$ cat src/rtl/hall_comm_pkg.sv
`timescale 1ns/1ps
package hall_comm_pkg;
  localparam int NUM_LEGS = 3;
  typedef enum logic [1:0] {
    LEG_OFF = 2'd0,
    LEG_HI  = 2'd1,
    LEG_LO  = 2'd2
  } leg_mode_e;
endpackage

$ cat src/rtl/hall_comm_decode.sv
`timescale 1ns/1ps
module hall_comm_decode
  import hall_comm_pkg::*;
(
  input  logic [NUM_LEGS-1:0]            hall_i,
  input  logic                           dir_rev_i,
  output leg_mode_e [NUM_LEGS-1:0]       mode_o
);
  logic [2:0] h;
  logic [2:0] key; // sensor1, sensor2, sensor3

  always_comb begin
    h   = dir_rev_i ? ~hall_i : hall_i;
    key = {h[0], h[1], h[2]};
    mode_o = {NUM_LEGS{LEG_OFF}};
    unique case (key)
      3'b101: begin mode_o[0] = LEG_LO; mode_o[1] = LEG_HI; end
      3'b100: begin mode_o[0] = LEG_LO; mode_o[2] = LEG_HI; end
      3'b110: begin mode_o[1] = LEG_LO; mode_o[2] = LEG_HI; end
      3'b010: begin mode_o[0] = LEG_HI; mode_o[1] = LEG_LO; end
      3'b011: begin mode_o[0] = LEG_HI; mode_o[2] = LEG_LO; end
      3'b001: begin mode_o[1] = LEG_HI; mode_o[2] = LEG_LO; end
      default: mode_o = {NUM_LEGS{LEG_OFF}}; // 000 / 111
    endcase
  end
endmodule

$ cat src/rtl/hall_pwm_chop.sv
`timescale 1ns/1ps
module hall_pwm_chop #(
  parameter int DUTY_W       = 8,
  parameter int BLANK_CYCLES = 60
) (
  input  logic              clk_i,
  input  logic              rst_ni,
  input  logic              pwm_tick_i,
  input  logic [DUTY_W-1:0] duty_i,
  input  logic              ilim_trip_i,
  output logic              chop_o
);
  localparam logic [DUTY_W-1:0] BLANK = DUTY_W'(BLANK_CYCLES);

  logic [DUTY_W-1:0] cnt_q;
  logic              trip_q;
  logic              on_raw;
  logic              accept;

  assign on_raw = (&duty_i) | (cnt_q < duty_i);
  assign accept = ilim_trip_i & on_raw & (cnt_q >= BLANK);
  assign chop_o = on_raw & ~trip_q;

  always_ff @(posedge clk_i or negedge rst_ni) begin
    if (!rst_ni) begin
      cnt_q  <= '1;
      trip_q <= 1'b0;
    end else if (pwm_tick_i) begin
      cnt_q  <= '0;
      trip_q <= 1'b0;
    end else begin
      if (~&cnt_q) cnt_q <= cnt_q + DUTY_W'(1);
      if (accept)  trip_q <= 1'b1;
    end
  end

  assert_blank_respected_R6: assert property (@(posedge clk_i) disable iff (!rst_ni)
    $rose(trip_q) |-> $past(cnt_q) >= BLANK);
  assert_trip_held_R6: assert property (@(posedge clk_i) disable iff (!rst_ni)
    trip_q && !pwm_tick_i |=> trip_q);
endmodule

$ cat src/rtl/hall_leg_deadtime.sv
`timescale 1ns/1ps
module hall_leg_deadtime #(
  parameter int DEAD_CYCLES = 3
) (
  input  logic clk_i,
  input  logic rst_ni,
  input  logic hs_req_i,
  input  logic ls_req_i,
  output logic hs_o,
  output logic ls_o
);
  localparam int            CW   = (DEAD_CYCLES > 1) ? $clog2(DEAD_CYCLES) : 1;
  localparam logic [CW-1:0] LOAD = CW'(DEAD_CYCLES - 1);

  logic [CW-1:0] cnt_q;
  logic hs_q, ls_q, hs_d, ls_d, clear, turn_off;

  assign clear    = (cnt_q == '0);
  assign hs_d     = hs_req_i & ~ls_req_i & (hs_q | (~ls_q & clear));
  assign ls_d     = ls_req_i & ~hs_req_i & (ls_q | (~hs_q & clear));
  assign turn_off = (hs_q & ~hs_d) | (ls_q & ~ls_d);

  always_ff @(posedge clk_i or negedge rst_ni) begin
    if (!rst_ni) begin
      hs_q  <= 1'b0;
      ls_q  <= 1'b0;
      cnt_q <= '0;
    end else begin
      hs_q <= hs_d;
      ls_q <= ls_d;
      if (turn_off)    cnt_q <= LOAD;
      else if (!clear) cnt_q <= cnt_q - CW'(1);
    end
  end

  assign hs_o = hs_q;
  assign ls_o = ls_q;

  assert_no_shoot_through_R9: assert property (@(posedge clk_i) disable iff (!rst_ni)
    !(hs_q && ls_q));
  assert_hs_after_gap_R9: assert property (@(posedge clk_i) disable iff (!rst_ni)
    $rose(hs_q) |-> !$past(ls_q));
  assert_ls_after_gap_R9: assert property (@(posedge clk_i) disable iff (!rst_ni)
    $rose(ls_q) |-> !$past(hs_q));
endmodule

$ cat src/rtl/hall_commutator.sv
`timescale 1ns/1ps
module hall_commutator
  import hall_comm_pkg::*;
#(
  parameter int DUTY_W       = 8,
  parameter int BLANK_CYCLES = 60,
  parameter int DEAD_CYCLES  = 3
) (
  input  logic              clk_i,
  input  logic              rst_ni,
  input  logic [2:0]        hall_i,
  input  logic              dir_rev_i,
  input  logic              stop_i,
  input  logic              free_run_i,
  input  logic              fault_i,
  input  logic              pwm_tick_i,
  input  logic [DUTY_W-1:0] duty_i,
  input  logic              ilim_trip_i,
  output logic [2:0]        hs_o,
  output logic [2:0]        ls_o
);
  leg_mode_e [NUM_LEGS-1:0] mode;
  logic chop, chop_ok;

  hall_comm_decode u_decode (
    .hall_i    (hall_i),
    .dir_rev_i (dir_rev_i),
    .mode_o    (mode)
  );

  hall_pwm_chop #(.DUTY_W(DUTY_W), .BLANK_CYCLES(BLANK_CYCLES)) u_chop (
    .clk_i       (clk_i),
    .rst_ni      (rst_ni),
    .pwm_tick_i  (pwm_tick_i),
    .duty_i      (duty_i),
    .ilim_trip_i (ilim_trip_i),
    .chop_o      (chop)
  );

  assign chop_ok = chop & ~fault_i;

  for (genvar k = 0; k < NUM_LEGS; k++) begin : g_leg
    logic hs_req, ls_req;
    always_comb begin
      hs_req = 1'b0;
      ls_req = 1'b0;
      if (stop_i) begin
        ls_req = ~free_run_i;
      end else begin
        unique case (mode[k])
          LEG_HI: begin hs_req = chop_ok; ls_req = ~chop_ok; end // sync rectification
          LEG_LO: ls_req = 1'b1;
          default: ;
        endcase
      end
    end

    hall_leg_deadtime #(.DEAD_CYCLES(DEAD_CYCLES)) u_dead (
      .clk_i    (clk_i),
      .rst_ni   (rst_ni),
      .hs_req_i (hs_req),
      .ls_req_i (ls_req),
      .hs_o     (hs_o[k]),
      .ls_o     (ls_o[k])
    );
  end

  assert_fault_hs_off_R7: assert property (@(posedge clk_i) disable iff (!rst_ni)
    fault_i |=> hs_o == '0);
  assert_brake_hs_off_R5: assert property (@(posedge clk_i) disable iff (!rst_ni)
    stop_i && !free_run_i |=> hs_o == '0);
  assert_free_run_off_R5: assert property (@(posedge clk_i) disable iff (!rst_ni)
    stop_i && free_run_i |=> hs_o == '0 && ls_o == '0);
  assert_invalid_off_R8: assert property (@(posedge clk_i) disable iff (!rst_ni)
    !stop_i && (hall_i == 3'b000 || hall_i == 3'b111) |=> hs_o == '0 && ls_o == '0);
endmodule

$ cat config.mk
export PLATFORM = sky130hd
export DESIGN_NAME = hall_commutator
export DESIGN_NICKNAME = d
export VERILOG_FILES = /design/src/rtl/hall_comm_pkg.sv /design/src/rtl/hall_comm_decode.sv /design/src/rtl/hall_pwm_chop.sv /design/src/rtl/hall_leg_deadtime.sv /design/src/rtl/hall_commutator.sv
export SDC_FILE = /design/constraint.sdc
export NUM_CORES = 1
export LEC_CHECK = 0
export ABC_AREA = 1
export BUFFER_PORTS_ARGS = -buffer_cell sky130_fd_sc_hd__buf_2
export CORE_MARGIN = 2
export CORE_UTILIZATION = 61
export DETAILED_ROUTE_END_ITERATION = 8
export PLACE_DENSITY = 0.85
export SYNTH_ARGS = -nofsm -noshare
export SYNTH_HDL_FRONTEND = slang
export SYNTH_SLANG_ARGS = --single-unit
$ cat constraint.sdc
create_clock -name clk_i -period 3.4 [get_ports clk_i]
set_input_delay 0.17 -clock clk_i [delete_from_list [all_inputs] [get_ports clk_i]]
set_output_delay 0.17 -clock clk_i [all_outputs]
set_load 0.01 [all_outputs]
Yosys cells after proc, flatten, opt, wreduce, memory -nomap -nowiden
Index checks and enable logic that the tools add are counted.
{"block": "word_totals", "ff_bits": 21, "inputBits": 19, "word_cells": 132, "output_inout_bits": 6}
{"block": "op_classes", "n_lt_le_gt_ge": 2, "n_reduce_logical": 12, "n_eq_ne": 16, "muxes": 26, "n_addsub": 4, "bitwise_logic": 61}
{"op": "AND 1 bit", "count": 28}
{"op": "inverter 1 bit", "count": 22}
{"op": "two-way mux 8 bit", "count": 2}
{"op": "AND reduction 8 bit", "count": 2}
{"op": "two-way mux 2 bit", "count": 6}
{"op": "one-hot mux 2 bit (2 select lines)", "count": 3}
{"op": "OR reduction 2 bit", "count": 6}
{"op": "two-way mux 1 bit", "count": 11}
{"op": "OR 1 bit", "count": 10}
{"op": "equality test 3 bit (second input constant)", "count": 3}
{"op": "adder 8 x 1 -> 8 bit (second input constant)", "count": 1}
{"op": "greater-or-equal comparator 8 x 6 -> 1 bit (second input constant)", "count": 1}
{"op": "< comparator 8 bit", "count": 1}
{"op": "!= test 2 bit (second input constant)", "count": 4}
{"op": "equality test 2 x 1 -> 1 bit (second input constant)", "count": 3}
{"op": "equality test 2 bit (second input constant)", "count": 3}
{"op": "equality test 3 x 2 -> 1 bit (second input constant)", "count": 2}
{"op": "logical NOT 2 bit", "count": 3}
{"op": "one-hot mux 1 bit (2 select lines)", "count": 3}
{"op": "subtractor 2 x 1 -> 2 bit (second input constant)", "count": 3}
{"op": "equality test 3 x 1 -> 1 bit (second input constant)", "count": 1}
{"op": "two-way mux 3 bit", "count": 1}
{"op": "inverter 3 bit", "count": 1}
{"op": "nonzero test 2 bit", "count": 1}

Longest topological paths before layout
{"block": "logic_depth", "ltp_word": 15, "ltp_mapped": 19, "ltp_nobuf": 19}

By module
Synthesis repeated with hierarchy kept, for this count alone.
{"block": "unflattened", "cells_unflattened": 234, "hier_area_um2": 1616.6}
{"mod": "hall_pwm_chop", "seq_area_each_um2": 235.2, "cells_each": 91, "area_each_um2": 696.9, "n_inst": 1}
{"mod": "hall_leg_deadtime", "seq_area_each_um2": 100.1, "cells_each": 26, "area_each_um2": 201.4, "n_inst": 3}
{"mod": "hall_commutator", "seq_area_each_um2": 0.0, "cells_each": 37, "area_each_um2": 210.2, "n_inst": 1}
{"mod": "hall_comm_decode", "seq_area_each_um2": 0.0, "cells_each": 28, "area_each_um2": 105.1, "n_inst": 1}

Least setup slack after synthesis
Ideal clock, no wire load.
{"block": "synth_path", "path_type": "reg2reg", "start": "register u_chop.cnt_q[5]", "end": "register g_leg[0].u_dead.cnt_q[0]", "setup_slack_ps": 1601, "path_buffers": 0, "required_time_ps": 3280, "setup_ps": 120, "period_less_slack_ps": 1799, "arrival_time_ps": 1679, "path_stages_with_launch": 14, "path_cell_list": "dfstp_2 ha_1 a21oi_1 nor2_1 nor3_2 nand2_1 nand2_2 nand2_4 nor2_1 inv_1 nand3_1 nand2_2 nand2_2 nor2_2"}
{"block": "synth_via", "elab_chain_cells": 14, "elab_cells_between_ends": 22, "cone_classes": "1 x order compare; 1 x eq/ne; 5 x mux; 15 x bitwise"}
{"item": "from (decl)", "line": "hall_pwm_chop.sv:15", "rtl": "logic [DUTY_W-1:0] cnt_q;"}
{"item": "from (signal assigned)", "line": "hall_pwm_chop.sv:32", "rtl": "if (~&cnt_q) cnt_q <= cnt_q + DUTY_W'(1);"}
{"item": "< comparator 8 bit *", "line": "hall_pwm_chop.sv:20", "rtl": "assign on_raw = (&duty_i) | (cnt_q < duty_i);"}
{"item": "OR 1 bit *", "line": "hall_pwm_chop.sv:20"}
{"item": "AND 1 bit *", "line": "hall_pwm_chop.sv:22", "rtl": "assign chop_o = on_raw & ~trip_q;"}
{"item": "AND 1 bit *", "line": "hall_commutator.sv:40", "rtl": "assign chop_ok = chop & ~fault_i;"}
{"item": "inverter 1 bit", "line": "hall_commutator.sv:51", "rtl": "LEG_HI: begin hs_req = chop_ok; ls_req = ~chop_ok; end"}
{"item": "one-hot mux 1 bit (2 select lines)", "line": "hall_commutator.sv:50", "rtl": "unique case (mode[k])"}
{"item": "two-way mux 1 bit", "line": "hall_commutator.sv:47", "rtl": "if (stop_i) begin"}
{"item": "inverter 1 bit", "line": "hall_leg_deadtime.sv:19", "rtl": "assign hs_d = hs_req_i & ~ls_req_i & (hs_q | (~ls_q & clear));"}
{"item": "AND 1 bit (2 in series)", "line": "hall_leg_deadtime.sv:19"}
{"item": "inverter 1 bit", "line": "hall_leg_deadtime.sv:21", "rtl": "assign turn_off = (hs_q & ~hs_d) | (ls_q & ~ls_d);"}
{"item": "AND 1 bit", "line": "hall_leg_deadtime.sv:21"}
{"item": "OR 1 bit *", "line": "hall_leg_deadtime.sv:21"}
{"item": "!= test 2 bit (no line) or two-way mux 2 bit (tied branches)"}
{"item": "to (signal assigned)", "line": "hall_leg_deadtime.sv:32", "rtl": "else if (!clear) cnt_q <= cnt_q - CW'(1);"}
{"item": "to (decl)", "line": "hall_leg_deadtime.sv:15", "rtl": "logic [CW-1:0] cnt_q;"}
Mark *: on every way between the ends. The rest lies on a longest branch, timed or not.
A chain may end at the register's enable or synchronous reset.

Worst setup path after layout
Ends and elaborated chain as after synthesis.

==> results.ini <==
[routing]
wl_per_cell_um=10.8
drtPass1Iterations=4
wl_um=3010
route.detailed.drc=0
vias=1388
routed_via_density=4.96
drt_iter0_drc=23
antenna_left=0

[die]
pin_count=25
row_count=18
dieArea_sq_um=3160
die_w_um=56.2
core_sq_um=2520
die_h_um=56.2
start_util=0.660

[setup_path]
endpoint=g_leg[0].u_dead.cnt_q[0]
crit_start=u_chop.cnt_q[5]
critPathKind=reg2reg
r2r_slack_ns=1.37
cp-start-kind=register
cp-end-kind=register
worstReg2RegStart=u_chop.cnt_q[5]
critPathArrivalTime_ns=2.25
rr_endpoint=g_leg[0].u_dead.cnt_q[0]
critPathRequiredTime_ns=3.62
reg2regPathDepth=13
crit_path_max_fanout=5

[pwr]
peakVddDrop_mv=0.394
p_leak_nw=1.01
p_per_area_nw_per_um2=451

[clocking]
cts_tree=built
clk_pin_slew_ns=0.12
cts-buffers-inserted=3
clock_latency_ns=0.32
cts.sinks=21
htreeDepth=1
post_cts_resized=0
clk_path_buf_depth=2
cts_root_buffer=clkbuf_4

[final_layout]
fill_cells=209
layout_common_cells=inv_1 (45), nand2_1 (45), nor2_1 (28)
n_antenna_cell=0
final_layout_size_suffix_gt1_frac=0.208
areaGrowthSynthToFinish_pct=8.95
final_util=0.719
final_nets=292

[timing]
finalSetupTns_ns=0
slew_headroom=0.683
rsz0062_at_grt=no
max_freq_ghz=0.493
report.final.slew_viol_count=0
setup_viol=0
worst_pin_slew_ns=0.476
fin_skew_ns=0.00732
fin_crit_sh=0.596
period_needed_ns=2.03
finalHoldViolCount=0

[place]
port_buffers=24
post-dp-hpwl_um=2480
place_congestion=0.817

[synth]
syn_inst=227
netlist_area_sq_um=1660
synth_seq_cells=21
synth_seq_area_share=0.322
synth_cell_types=24
syn-num-nets=268
syn_avg_cell_area_sq_um=7.33
yosys_warnings=0

[grt]
grt_pass1_wl_um=5130
antenna_found_initial=0
grt_max_degree=22
overflow=0
grt_pass1_vias=1253
grtUsageTotal=0.204

[run]
cap_viol_max_count=0

[status]
status=finished clean

[min_path]
hp-class=in2reg

-- metal layers --
metal	global-route usage	wire length (um)	share of wire
met5	0	0	0
met4	0.0816	57	0.019
met3	0.0209	103	0.034
met2	0.339	1410	0.47
met1	0.272	1440	0.48
-- per-stage QoR --
step | std cells | cell area [sq um] | setup WS, ns | power [mW] | hold slack, ns
after floorplan | 227 | 1660 | 1.60 | 0.624 | -0.126
after global placement | 275 | 1780 | 1.37 | 0.676 | 0.151
after detailed placement | 275 | 1780 | 1.33 | 0.697 | 0.156
after CTS | 280 | 1810 | 1.35 | 0.828 | 0.0581
after global routing | 280 | 1810 | 1.21 | 0.891 | 0.0751
final | 280 | 1810 | 1.37 | 0.818 | 0.0633
-- power breakdown --
part           total (mW)  switching (mW)  leakage [nW]  internal, mW
Sequential          0.343          0.0360         0.248         0.307
Combinational       0.349           0.201         0.748         0.147
Clock               0.127          0.0810        0.0150        0.0460
-- sequential cells by signal, summed over array words and instances, names as in the netlist --
signal and count:
u_chop.cnt_q 8, g_leg.u_dead.hs_o 3, g_leg.u_dead.ls_o 3, g_leg.u_dead.cnt_q 6, u_chop.trip_q 1
-- synth_stat cells (all sizes together) --
master	number	area share
nand2	53	0.13
inv	48	0.11
nor2	31	0.074
ha	22	0.17
dfrtp	13	0.20
nand3	12	0.036
a21oi	8	0.024
dfstp	8	0.13
o21ai	8	0.024
buf	6	0.027
nor3	4	0.015
xor2	4	0.021
a211oi	2	0.0090
nand4	2	0.0075
xnor2	2	0.011
nor4	1	0.0075
o21bai	1	0.0045
o311ai	1	0.0053
or2	1	0.0038
-- worst max-delay path, cell delays in order (launching register included) --
cell and delay, ns:
dfstp_2 0.59, ha_1 0.25, a21oi_1 0.15, nor2_1 0.07
nor3_2 0.11, nand2_1 0.08, nand2_2 0.08, nand2_4 0.07
nor2_1 0.17, inv_1 0.06, nand3_1 0.12, nand2_2 0.07
nand2_2 0.07, nor2_2 0.03
-- area by class of cell --
cell class                      count  area, sq um  area share
Clock buffer                        4         26.3      0.0145
Timing Repair Buffer               25          130      0.0718
Inverter                           48          180      0.0994
Tap cell                           30         37.5      0.0207
Multi-Input combinational cell    152          903       0.498
Sequential cell                    21          536       0.295
-- kinds of logic after synthesis --
family          share of synthesized area
compound gates                     0.0669
fa+ha+maj                           0.165
simple gates                        0.279
buf+inv                             0.135
xor+xnor                           0.0316
flops                               0.322
-- worst min-delay path by stage --
stage	from	end	depth (start not counted)
after floorplan	rst_ni	g_leg[0].u_dead.cnt_q[0]	0
after global placement	rst_ni	g_leg[1].u_dead.cnt_q[0]	1
after detailed placement	rst_ni	g_leg[1].u_dead.cnt_q[0]	1
after CTS	pwm_tick_i	u_chop.cnt_q[4]	2
after global routing	pwm_tick_i	u_chop.cnt_q[4]	2
final	pwm_tick_i	u_chop.cnt_q[2]	2
-- timing repair --
item / in CTS / in global routing
setup buffers: 0 / 0
hold endpoints to repair: 13 / 0
hold buffers: 1 / 0
No activity file was read; power rests on OpenSTA's default activity.
